### src/rtl/sb_pkg.sv
package sb_pkg;
    localparam int NUM_UNITS = 4;
    localparam int UNIT_W    = 2;

    typedef enum logic [UNIT_W-1:0] {
        U_INT = 2'd0,
        U_ADD = 2'd1,
        U_MUL = 2'd2,
        U_DIV = 2'd3
    } unit_e;
endpackage

### src/rtl/sb_pending_regs.sv
module sb_pending_regs #(
    parameter int NUM_REGS = 32,
    parameter int NUM_WB   = 4,
    localparam int REG_W   = $clog2(NUM_REGS)
) (
    input  logic                    clk,
    input  logic                    rst_n,
    input  logic                    set_en,
    input  logic [REG_W-1:0]        set_idx,
    input  logic [NUM_WB-1:0]       wb_valid,
    input  logic [NUM_WB*REG_W-1:0] wb_dest,
    output logic [NUM_REGS-1:0]     pend
);
    typedef struct packed {
        logic [NUM_REGS-1:0] pend;
    } pend_state_t;

    pend_state_t st_d, st_q;

    always_comb begin
        st_d = st_q;
        // clears first, so a same-cycle set overrides them
        for (int p = 0; p < NUM_WB; p++) begin
            if (wb_valid[p]) begin
                st_d.pend[wb_dest[p*REG_W +: REG_W]] = 1'b0;
            end
        end
        if (set_en) begin
            st_d.pend[set_idx] = 1'b1;
        end
        st_d.pend[0] = 1'b0;
    end

    always_ff @(posedge clk) begin
        if (!rst_n) begin
            st_q <= '0;
        end else begin
            st_q <= st_d;
        end
    end

    assign pend = st_q.pend;
endmodule

### src/rtl/sb_unit_busy.sv
module sb_unit_busy
    import sb_pkg::*;
#(
    parameter logic [NUM_UNITS-1:0] PIPE_MASK = 4'b0011
) (
    input  logic                 clk,
    input  logic                 rst_n,
    input  logic                 set_en,
    input  logic [UNIT_W-1:0]    set_unit,
    input  logic [NUM_UNITS-1:0] done,
    output logic [NUM_UNITS-1:0] busy
);
    typedef struct packed {
        logic [NUM_UNITS-1:0] busy;
    } busy_state_t;

    busy_state_t st_d, st_q;
    logic [NUM_UNITS-1:0] blocking;

    for (genvar u = 0; u < NUM_UNITS; u++) begin : g_kind
        if (PIPE_MASK[u]) begin : g_pipe
            assign blocking[u] = 1'b0;
        end else begin : g_block
            assign blocking[u] = 1'b1;
        end
    end

    always_comb begin
        st_d.busy = st_q.busy & ~done;
        if (set_en && blocking[set_unit]) begin
            st_d.busy[set_unit] = 1'b1;
        end
    end

    always_ff @(posedge clk) begin
        if (!rst_n) begin
            st_q <= '0;
        end else begin
            st_q <= st_d;
        end
    end

    assign busy = st_q.busy;
endmodule

### src/rtl/sb_hazard_check.sv
module sb_hazard_check
    import sb_pkg::*;
#(
    parameter int NUM_REGS = 32,
    localparam int REG_W   = $clog2(NUM_REGS)
) (
    input  logic                 in_valid,
    input  logic [UNIT_W-1:0]    in_class,
    input  logic [REG_W-1:0]     in_dest,
    input  logic [REG_W-1:0]     in_src1,
    input  logic [REG_W-1:0]     in_src2,
    input  logic [NUM_REGS-1:0]  pend,
    input  logic [NUM_UNITS-1:0] busy,
    output logic                 grant,
    output logic                 stall
);
    logic struct_hz, raw_hz, waw_hz;

    always_comb begin
        struct_hz = busy[in_class];
        raw_hz    = pend[in_src1] | pend[in_src2];
        waw_hz    = pend[in_dest];
        grant     = in_valid & ~(struct_hz | raw_hz | waw_hz);
        stall     = in_valid & (struct_hz | raw_hz | waw_hz);
    end
endmodule

### src/rtl/sb_issue_top.sv
module sb_issue_top
    import sb_pkg::*;
#(
    parameter int NUM_REGS = 32,
    parameter logic [3:0] PIPE_MASK = 4'b0011,
    localparam int REG_W = $clog2(NUM_REGS)
) (
    input  logic                       clk,
    input  logic                       rst_n,
    input  logic                       in_valid,
    input  logic [1:0]                 in_class,
    input  logic [REG_W-1:0]           in_dest,
    input  logic [REG_W-1:0]           in_src1,
    input  logic [REG_W-1:0]           in_src2,
    input  logic [NUM_UNITS-1:0]       wb_valid,
    input  logic [NUM_UNITS*REG_W-1:0] wb_dest,
    input  logic [NUM_UNITS-1:0]       unit_done,
    output logic                       issue_grant,
    output logic                       issue_stall,
    output logic [1:0]                 issue_unit
);
    logic [NUM_REGS-1:0]  pend;
    logic [NUM_UNITS-1:0] busy;
    logic                 grant;
    logic                 dest_set;

    sb_hazard_check #(.NUM_REGS(NUM_REGS)) u_check (
        .in_valid (in_valid),
        .in_class (in_class),
        .in_dest  (in_dest),
        .in_src1  (in_src1),
        .in_src2  (in_src2),
        .pend     (pend),
        .busy     (busy),
        .grant    (grant),
        .stall    (issue_stall)
    );

    assign dest_set = grant && (in_dest != '0);

    sb_pending_regs #(.NUM_REGS(NUM_REGS), .NUM_WB(NUM_UNITS)) u_pend (
        .clk      (clk),
        .rst_n    (rst_n),
        .set_en   (dest_set),
        .set_idx  (in_dest),
        .wb_valid (wb_valid),
        .wb_dest  (wb_dest),
        .pend     (pend)
    );

    sb_unit_busy #(.PIPE_MASK(PIPE_MASK)) u_busy (
        .clk      (clk),
        .rst_n    (rst_n),
        .set_en   (grant),
        .set_unit (in_class),
        .done     (unit_done),
        .busy     (busy)
    );

    assign issue_grant = grant;
    assign issue_unit  = unit_e'(in_class);
endmodule

### config.mk
export PLATFORM = sky130hd
export DESIGN_NAME = sb_issue_top
export DESIGN_NICKNAME = d
export VERILOG_FILES = /design/src/rtl/sb_pkg.sv /design/src/rtl/sb_pending_regs.sv /design/src/rtl/sb_unit_busy.sv /design/src/rtl/sb_hazard_check.sv /design/src/rtl/sb_issue_top.sv
export SDC_FILE = /design/constraint.sdc
export NUM_CORES = 1
export LEC_CHECK = 0
export ABC_AREA = 1
export BUFFER_PORTS_ARGS = -buffer_cell sky130_fd_sc_hd__buf_2
export CORE_AREA = 10 10 117 119
export CTS_BUF_LIST = sky130_fd_sc_hd__clkbuf_16
export DETAILED_ROUTE_END_ITERATION = 6
export DIE_AREA = 0 0 127 129
export PLACE_DENSITY = 0.59
export SYNTH_ARGS = -nofsm -noshare
export SYNTH_HDL_FRONTEND = slang
export SYNTH_HIERARCHICAL = 1
export SYNTH_SLANG_ARGS = --single-unit
export TNS_END_PERCENT = 1
### constraint.sdc
create_clock -name clk -period 2.1 [get_ports clk]
set_input_delay 0.21 -clock clk [delete_from_list [all_inputs] [get_ports clk]]
set_output_delay 0.21 -clock clk [all_outputs]
set_load 0.1 [all_outputs]
Yosys cells after proc, flatten, opt, wreduce, memory -nomap -nowiden
Index checks and enable logic that the tools add are counted.
{"block": "op_classes", "magnitude_cmp": 14, "mux": 28, "bitwise": 18, "reduce_logical": 9}
{"cell": "$mux 32", "count": 5}
{"cell": "$and 32x32->32", "count": 4}
{"cell": "$not 32->32", "count": 4}
{"cell": "$lt 5x6->1 const B", "count": 7}
{"cell": "$or 32x32->32", "count": 1}
{"cell": "$demux 1 s5", "count": 5}
{"cell": "$ge 5x1->1 const B", "count": 5}
{"cell": "$bmux 1 s5", "count": 3}
{"cell": "$mux 1", "count": 11}
{"cell": "$logic_and 1x1->1", "count": 8}
{"cell": "$reduce_bool 5->1", "count": 1}
{"cell": "$and 4x4->4", "count": 1}
{"cell": "$bmux 1 s2", "count": 2}
{"cell": "$mux 4", "count": 1}
{"cell": "$not 4->4", "count": 1}
{"cell": "$or 4x4->4", "count": 1}
{"cell": "$lt 2x3->1 const B", "count": 1}
{"cell": "$or 1x1->1", "count": 3}
{"cell": "$and 1x1->1", "count": 2}
{"cell": "$demux 1 s2", "count": 1}
{"cell": "$ge 2x1->1 const B", "count": 1}
{"cell": "$not 1->1", "count": 1}
{"block": "totals", "register_bits": 36, "inputBits": 48, "out_inout_bits": 4}

Depth between registers and ports, before layout
{"block": "depth", "word_depth": 15, "depth_mapped": 19}

Cells and area by module
The synthesis kept the hierarchy.
{"module": "sb_pending_regs", "instances": 1, "cells_each": 437, "area_per_inst_um2": 2369.8}
{"module": "sb_hazard_check", "instances": 1, "cells_each": 270, "area_per_inst_um2": 1310.0}
{"module": "sb_unit_busy", "instances": 1, "cells_each": 18, "area_per_inst_um2": 145.1}
{"module": "sb_issue_top", "instances": 1, "cells_each": 8, "area_per_inst_um2": 38.8}

Least setup slack after synthesis
Ideal clock, no wire load.
{"block": "synth_path", "kind": "in2reg", "startpoint": "input in_dest[0]", "endpoint": "register u_pend.st_q, in the netlist u_pend/pend[12]", "setup_ns": 0.070, "arrival_ns": 3.303, "required_ns": 2.030, "setup_slack_ns": -1.273, "cell_stages": 19, "cell_sequence": "buf_6 -> inv_8 -> buf_12 -> nand2_1 -> nand3_2 -> o21ai_2 -> nand2_2 -> nand3_2 -> nand3_2 -> nand2_2 -> nor2_4 -> nand2_1 -> nor2_1 -> nand2_1 -> inv_1 -> inv_2 -> nor3_1 -> nand2_1 -> a21oi_1"}
{"block": "synth_via", "elab_chain_cells": 7}
{"element": "from (decl)", "line": "sb_issue_top.sv:12", "text": "input logic [REG_W-1:0] in_dest,"}
{"element": "$bmux 1 s5", "line": "sb_hazard_check.sv:22", "text": "waw_hz = pend[in_dest];"}
{"element": "$mux 1 (not written as such)", "line": "sb_hazard_check.sv:22"}
{"element": "$or 1x1->1", "line": "sb_hazard_check.sv:23", "text": "grant = in_valid & ~(struct_hz | raw_hz | waw_hz);"}
{"element": "$not 1->1", "line": "sb_hazard_check.sv:23"}
{"element": "$and 1x1->1", "line": "sb_hazard_check.sv:23"}
{"element": "named net issue_grant", "line": "sb_issue_top.sv:18", "text": "output logic issue_grant,"}
{"element": "$logic_and 1x1->1", "line": "sb_issue_top.sv:39", "text": "assign dest_set = grant && (in_dest != '0);"}
{"element": "named net dest_set", "line": "sb_issue_top.sv:25", "text": "logic dest_set;"}
{"element": "$mux 32", "line": "sb_pending_regs.sv:28", "text": "if (set_en) begin"}
{"element": "to (signal assigned)", "line": "sb_pending_regs.sv:38", "text": "st_q <= st_d;"}
{"element": "to (decl)", "line": "sb_pending_regs.sv:18", "text": "pend_state_t st_d, st_q;"}
The timed path passes the listed nets, and every way through them passes these cells. The select of a mux whose other input is x is not followed.
A chain may end at the register's enable or synchronous reset.

Worst setup path in the final report
{"block": "layout_path", "startpoint": "register u_pend.st_q, in the netlist u_pend/pend[9]", "endpoint": "output issue_stall"}
{"block": "layout_via", "elab_chain_cells": 6}
{"element": "$bmux 1 s5", "line": "sb_hazard_check.sv:21", "text": "raw_hz = pend[in_src1] | pend[in_src2];"}
{"element": "$mux 1 (not written as such)", "line": "sb_hazard_check.sv:21"}
{"element": "$or 1x1->1", "line": "sb_hazard_check.sv:21"}
{"element": "$or 1x1->1", "line": "sb_hazard_check.sv:24", "text": "stall = in_valid & (struct_hz | raw_hz | waw_hz);"}
{"element": "$or 1x1->1 (*)", "line": "sb_hazard_check.sv:24"}
{"element": "$and 1x1->1 (*)", "line": "sb_hazard_check.sv:24"}
{"element": "to (decl)", "line": "sb_issue_top.sv:19", "text": "output logic issue_stall,"}
Mark *: on every way between the ends. The rest lies on a longest branch, timed or not. The select of a mux whose other input is x is not followed.

==> impl_results.md <==
* PD cells at approximately 450 mW/mm^2
* Leak at roughly 2.0 nW
* CP endpoint kind: primary output
* IO buf count at 51
* Syn Nets at between 700 and 800
* Area of the mapped netlist at slightly below 0.004 sq mm
* DIE HEIGHT at 129 um
* Pwr Total at just over 2 mW
* Antenna cells at 0
* Status: finished, final reports clean
* Clock sink count at 35
* CP Cell Sequence: inv_2 > nand2_1 > nand3_1 > nand3_1 > nand2_1 > nand2_1 > nand2_1 > nor2_4 > nor2_4 > buf_4 > a21oi_4 > buf_12
* Final setup fails at 0
* Largest fanout on the critical path at 3
* Setup WS post-layout at 0.0495 ns
* Overall Global Routing Usage at ~16%
* Mux cell area share after synthesis at 0%
* FF-to-FF Start: u_pend/pend[7]$_SDFF_PN0_
* Cts bufs inserted at 5
* Post-route DRC at 0
* Pin count of the biggest net entering global routing at 32
* Final hold vios at 0
* Minimum clock period at 2.05 ns
* Post-Synth Adder-Cell Area at 0%
* Register area share after synthesis at between 10% and 20%
* Slew headroom at a little under three fifths
* Max Buffers Root-to-Sink at 2
* CP arrival at roughly 1.8 ns
* Total gr overflow at 0
* Setup CP Type: register to primary output
* Post-DRT Antenna Nets at 0
* Post-synthesis register bit count at 35
* Crit path from: u_pend/pend[9]$_SDFF_PN0_
* Most frequent cell after synthesis: nand2_1
* TNS Setup at 0 ns
* DP HPWL at roughly 11 mm
* Critical Path Start Type: register
* 1st-iter DRT viols at just over 500
* Drt wl/cell at roughly 14 um
* Layout cell share with drive strength beyond 1 at ~20%
* Post-CTS Hold Fix Bufs at 0
* Yosys top cell area share at approximately a fifth
* Synth area leaders: nand2_1, dfxtp_1, nand3_1
* Gp weighted congestion at about 0.9
* Final wirelength at 13.5 mm
* Worst Tran Pin Value at ~0.65 ns
* Synth Area in Simple Gates at ~58%
* H-tree levels at 2
* Worst EP required at 1.89 ns
* Clock Tree Root: clkbuf_16
* CP peak stage delay at between 0.3 and 0.4 ns
* Asr flop ratio synth at 0%
* Die Area at 0.0164 sq mm
* IO Count at 52
* Post-synthesis compound-gate area fraction at just over 8%
* Hold_sp: unit_done[0]
* Vias in the first global route at roughly 4400
* Max stage delay cell, worst path: dfxtp_1
* Yosys cell types at 33
* Initial antenna violation count at 0
* Total iterations of the first detailed-routing run at 5
* Synth warnings at 6
* Worst ir drop on vdd at ~0.00026 V
* Largest family of logic cells by synthesized area: simple AND/OR/NAND/NOR gates
* Fill cell count at about 1300
* MaxCap Viol Count at 0
* First-pass GRT wire length at between 20 and 25 mm
* Die X at roughly 130 um
* RSZ-0062 raised after global routing: yes
* Final critical-path share of the clock period at a little over nine tenths
* Area growth syn-to-layout at 18.7%
* Cell count after synthesis at 733
* Worst-skew pair later-pin latency at ~0.28 ns
* Site Rows at 39
* Max Fclk at 488 MHz
* Synth Area in XOR/XNOR at 0%
* Via count at 4622
* Ys flop type: dfxtp_1
* Top cells by count, synth: nand2_1, nor2_1, nand3_1
* Clock-pin slew on the worst setup and hold paths at 0.05 ns
* Starting Density at 34.1%
* Hold Path Class: primary input to register
* CP most frequent cell: nand2_1
* CTS tree: done
* Setup WS pre-CTS at -0.119 ns
* # nets final at between 800 and 900
* Worst Skew at 0.00483 ns
* Via-per-instance ratio at just under 5
* Buf+Inv Stages, Crit Path at 3
* Core Box Area at between 0.01 and 0.015 sq mm
* Syn avg cell area at about 5.3 sq um
* EDFF count, synth at 0
* Crit path max-delay family: simple AND/OR/NAND/NOR gates
* Hold_ws at 0.0848 ns
* Area leader, netlist: nand2_1
* Max Slew Vio Count at 0
## power by group
part | total, mW | internal, mW | switching, mW
clock network | 0.830 | 0.559 | 0.271
logic | 0.554 | 0.182 | 0.372
registers | 0.666 | 0.664 | 0.00248
## state kept, by name, indices dropped and copies added, names as in the netlist
| register | cells |
|---|---|
| u_pend/pend | 31 |
| u_busy/busy | 4 |
## cells in the final DEF, fill, tap and decap left out, types with 2 or more instances in the layout
cell type	Yosys	layout
nor3_4	2	2
nor2_4	1	4
nor3_2	4	5
nor3_1	16	15
inv_1	107	89
nand2_1	193	192
o21a_1	6	6
dfxtp_2	0	8
nand3_2	7	10
a21oi_1	35	28
dfxtp_4	0	3
o211ai_1	4	4
dfxtp_1	35	24
a21oi_2	2	8
nand3_1	127	124
inv_2	3	20
nand2_2	8	9
buf_12	1	3
buf_2	1	48
buf_4	6	18
o21ai_1	3	3
nor2_1	151	149
clkbuf_16	0	5
nand2b_1	2	2
## worst reg2reg max path, cell delays in order, from the launching register on
cell      delay, ns
dfxtp_1        0.31
inv_1          0.11
nand2_1        0.06
o211ai_1       0.09
nand3_1        0.13
a21oi_2        0.21
nor2_4         0.06
nor2_4         0.12
nand2_2        0.07
nor2_4         0.08
nand2_1        0.05
inv_1          0.06
inv_2          0.06
nor3_2         0.11
buf_4          0.18
nand2_1        0.08
a21oi_1        0.15
## timing repair
action,CTS,global route
resized for setup,3,46
pin swaps,0,27
setup buffers,0,1
setup endpoints to repair,1,33
## path summary, 6_finish.rpt
path         depth (start not counted)                   endpoint  slack, ns
max                                 12                issue_stall       0.05
min                                  2  u_busy/busy[0]$_SDFF_PN0_       0.08
max reg2reg                         16  u_pend/pend[1]$_SDFF_PN0_       0.08
min reg2reg                          2  u_busy/busy[1]$_SDFF_PN0_       0.44
## area by class of cell
class                      instances  area [sq um]  area share [%]
timing repair buffer              70           443            9.66
sequential                        35           722            15.7
inverter                         112           435            9.50
multi-input combinational        568          2640            57.5
tap                              143           179            3.90
clock buffer                       5           125            2.73
clock inverter                     3          43.8           0.955
## metal layers
metal	part of all wire [%]	track usage (%)
met2	45	26.3
met5	0	0
met1	47	21.5
met4	1.4	3.82
met3	6.1	2.18
## cells by family after synthesis
logic type             after synthesis
AO/OA/AOI/OAI                       54
other                                1
AND/OR/NAND/NOR                    513
flip-flops                          35
buffers and inverters              130
## per-stage QoR
step / std cells / utilization [%] / area (sq um)
3_5_place_dp: 927 / 38.1 / 4320
2_1_floorplan: 733 / - / 3870
3_3_place_gp: 927 / 38.1 / 4320
6_report: 936 / 40.5 / 4580
4_1_cts: 935 / 39.7 / 4490
5_1_grt: 936 / 40.5 / 4580
Power figures use the tool's default switching activity.
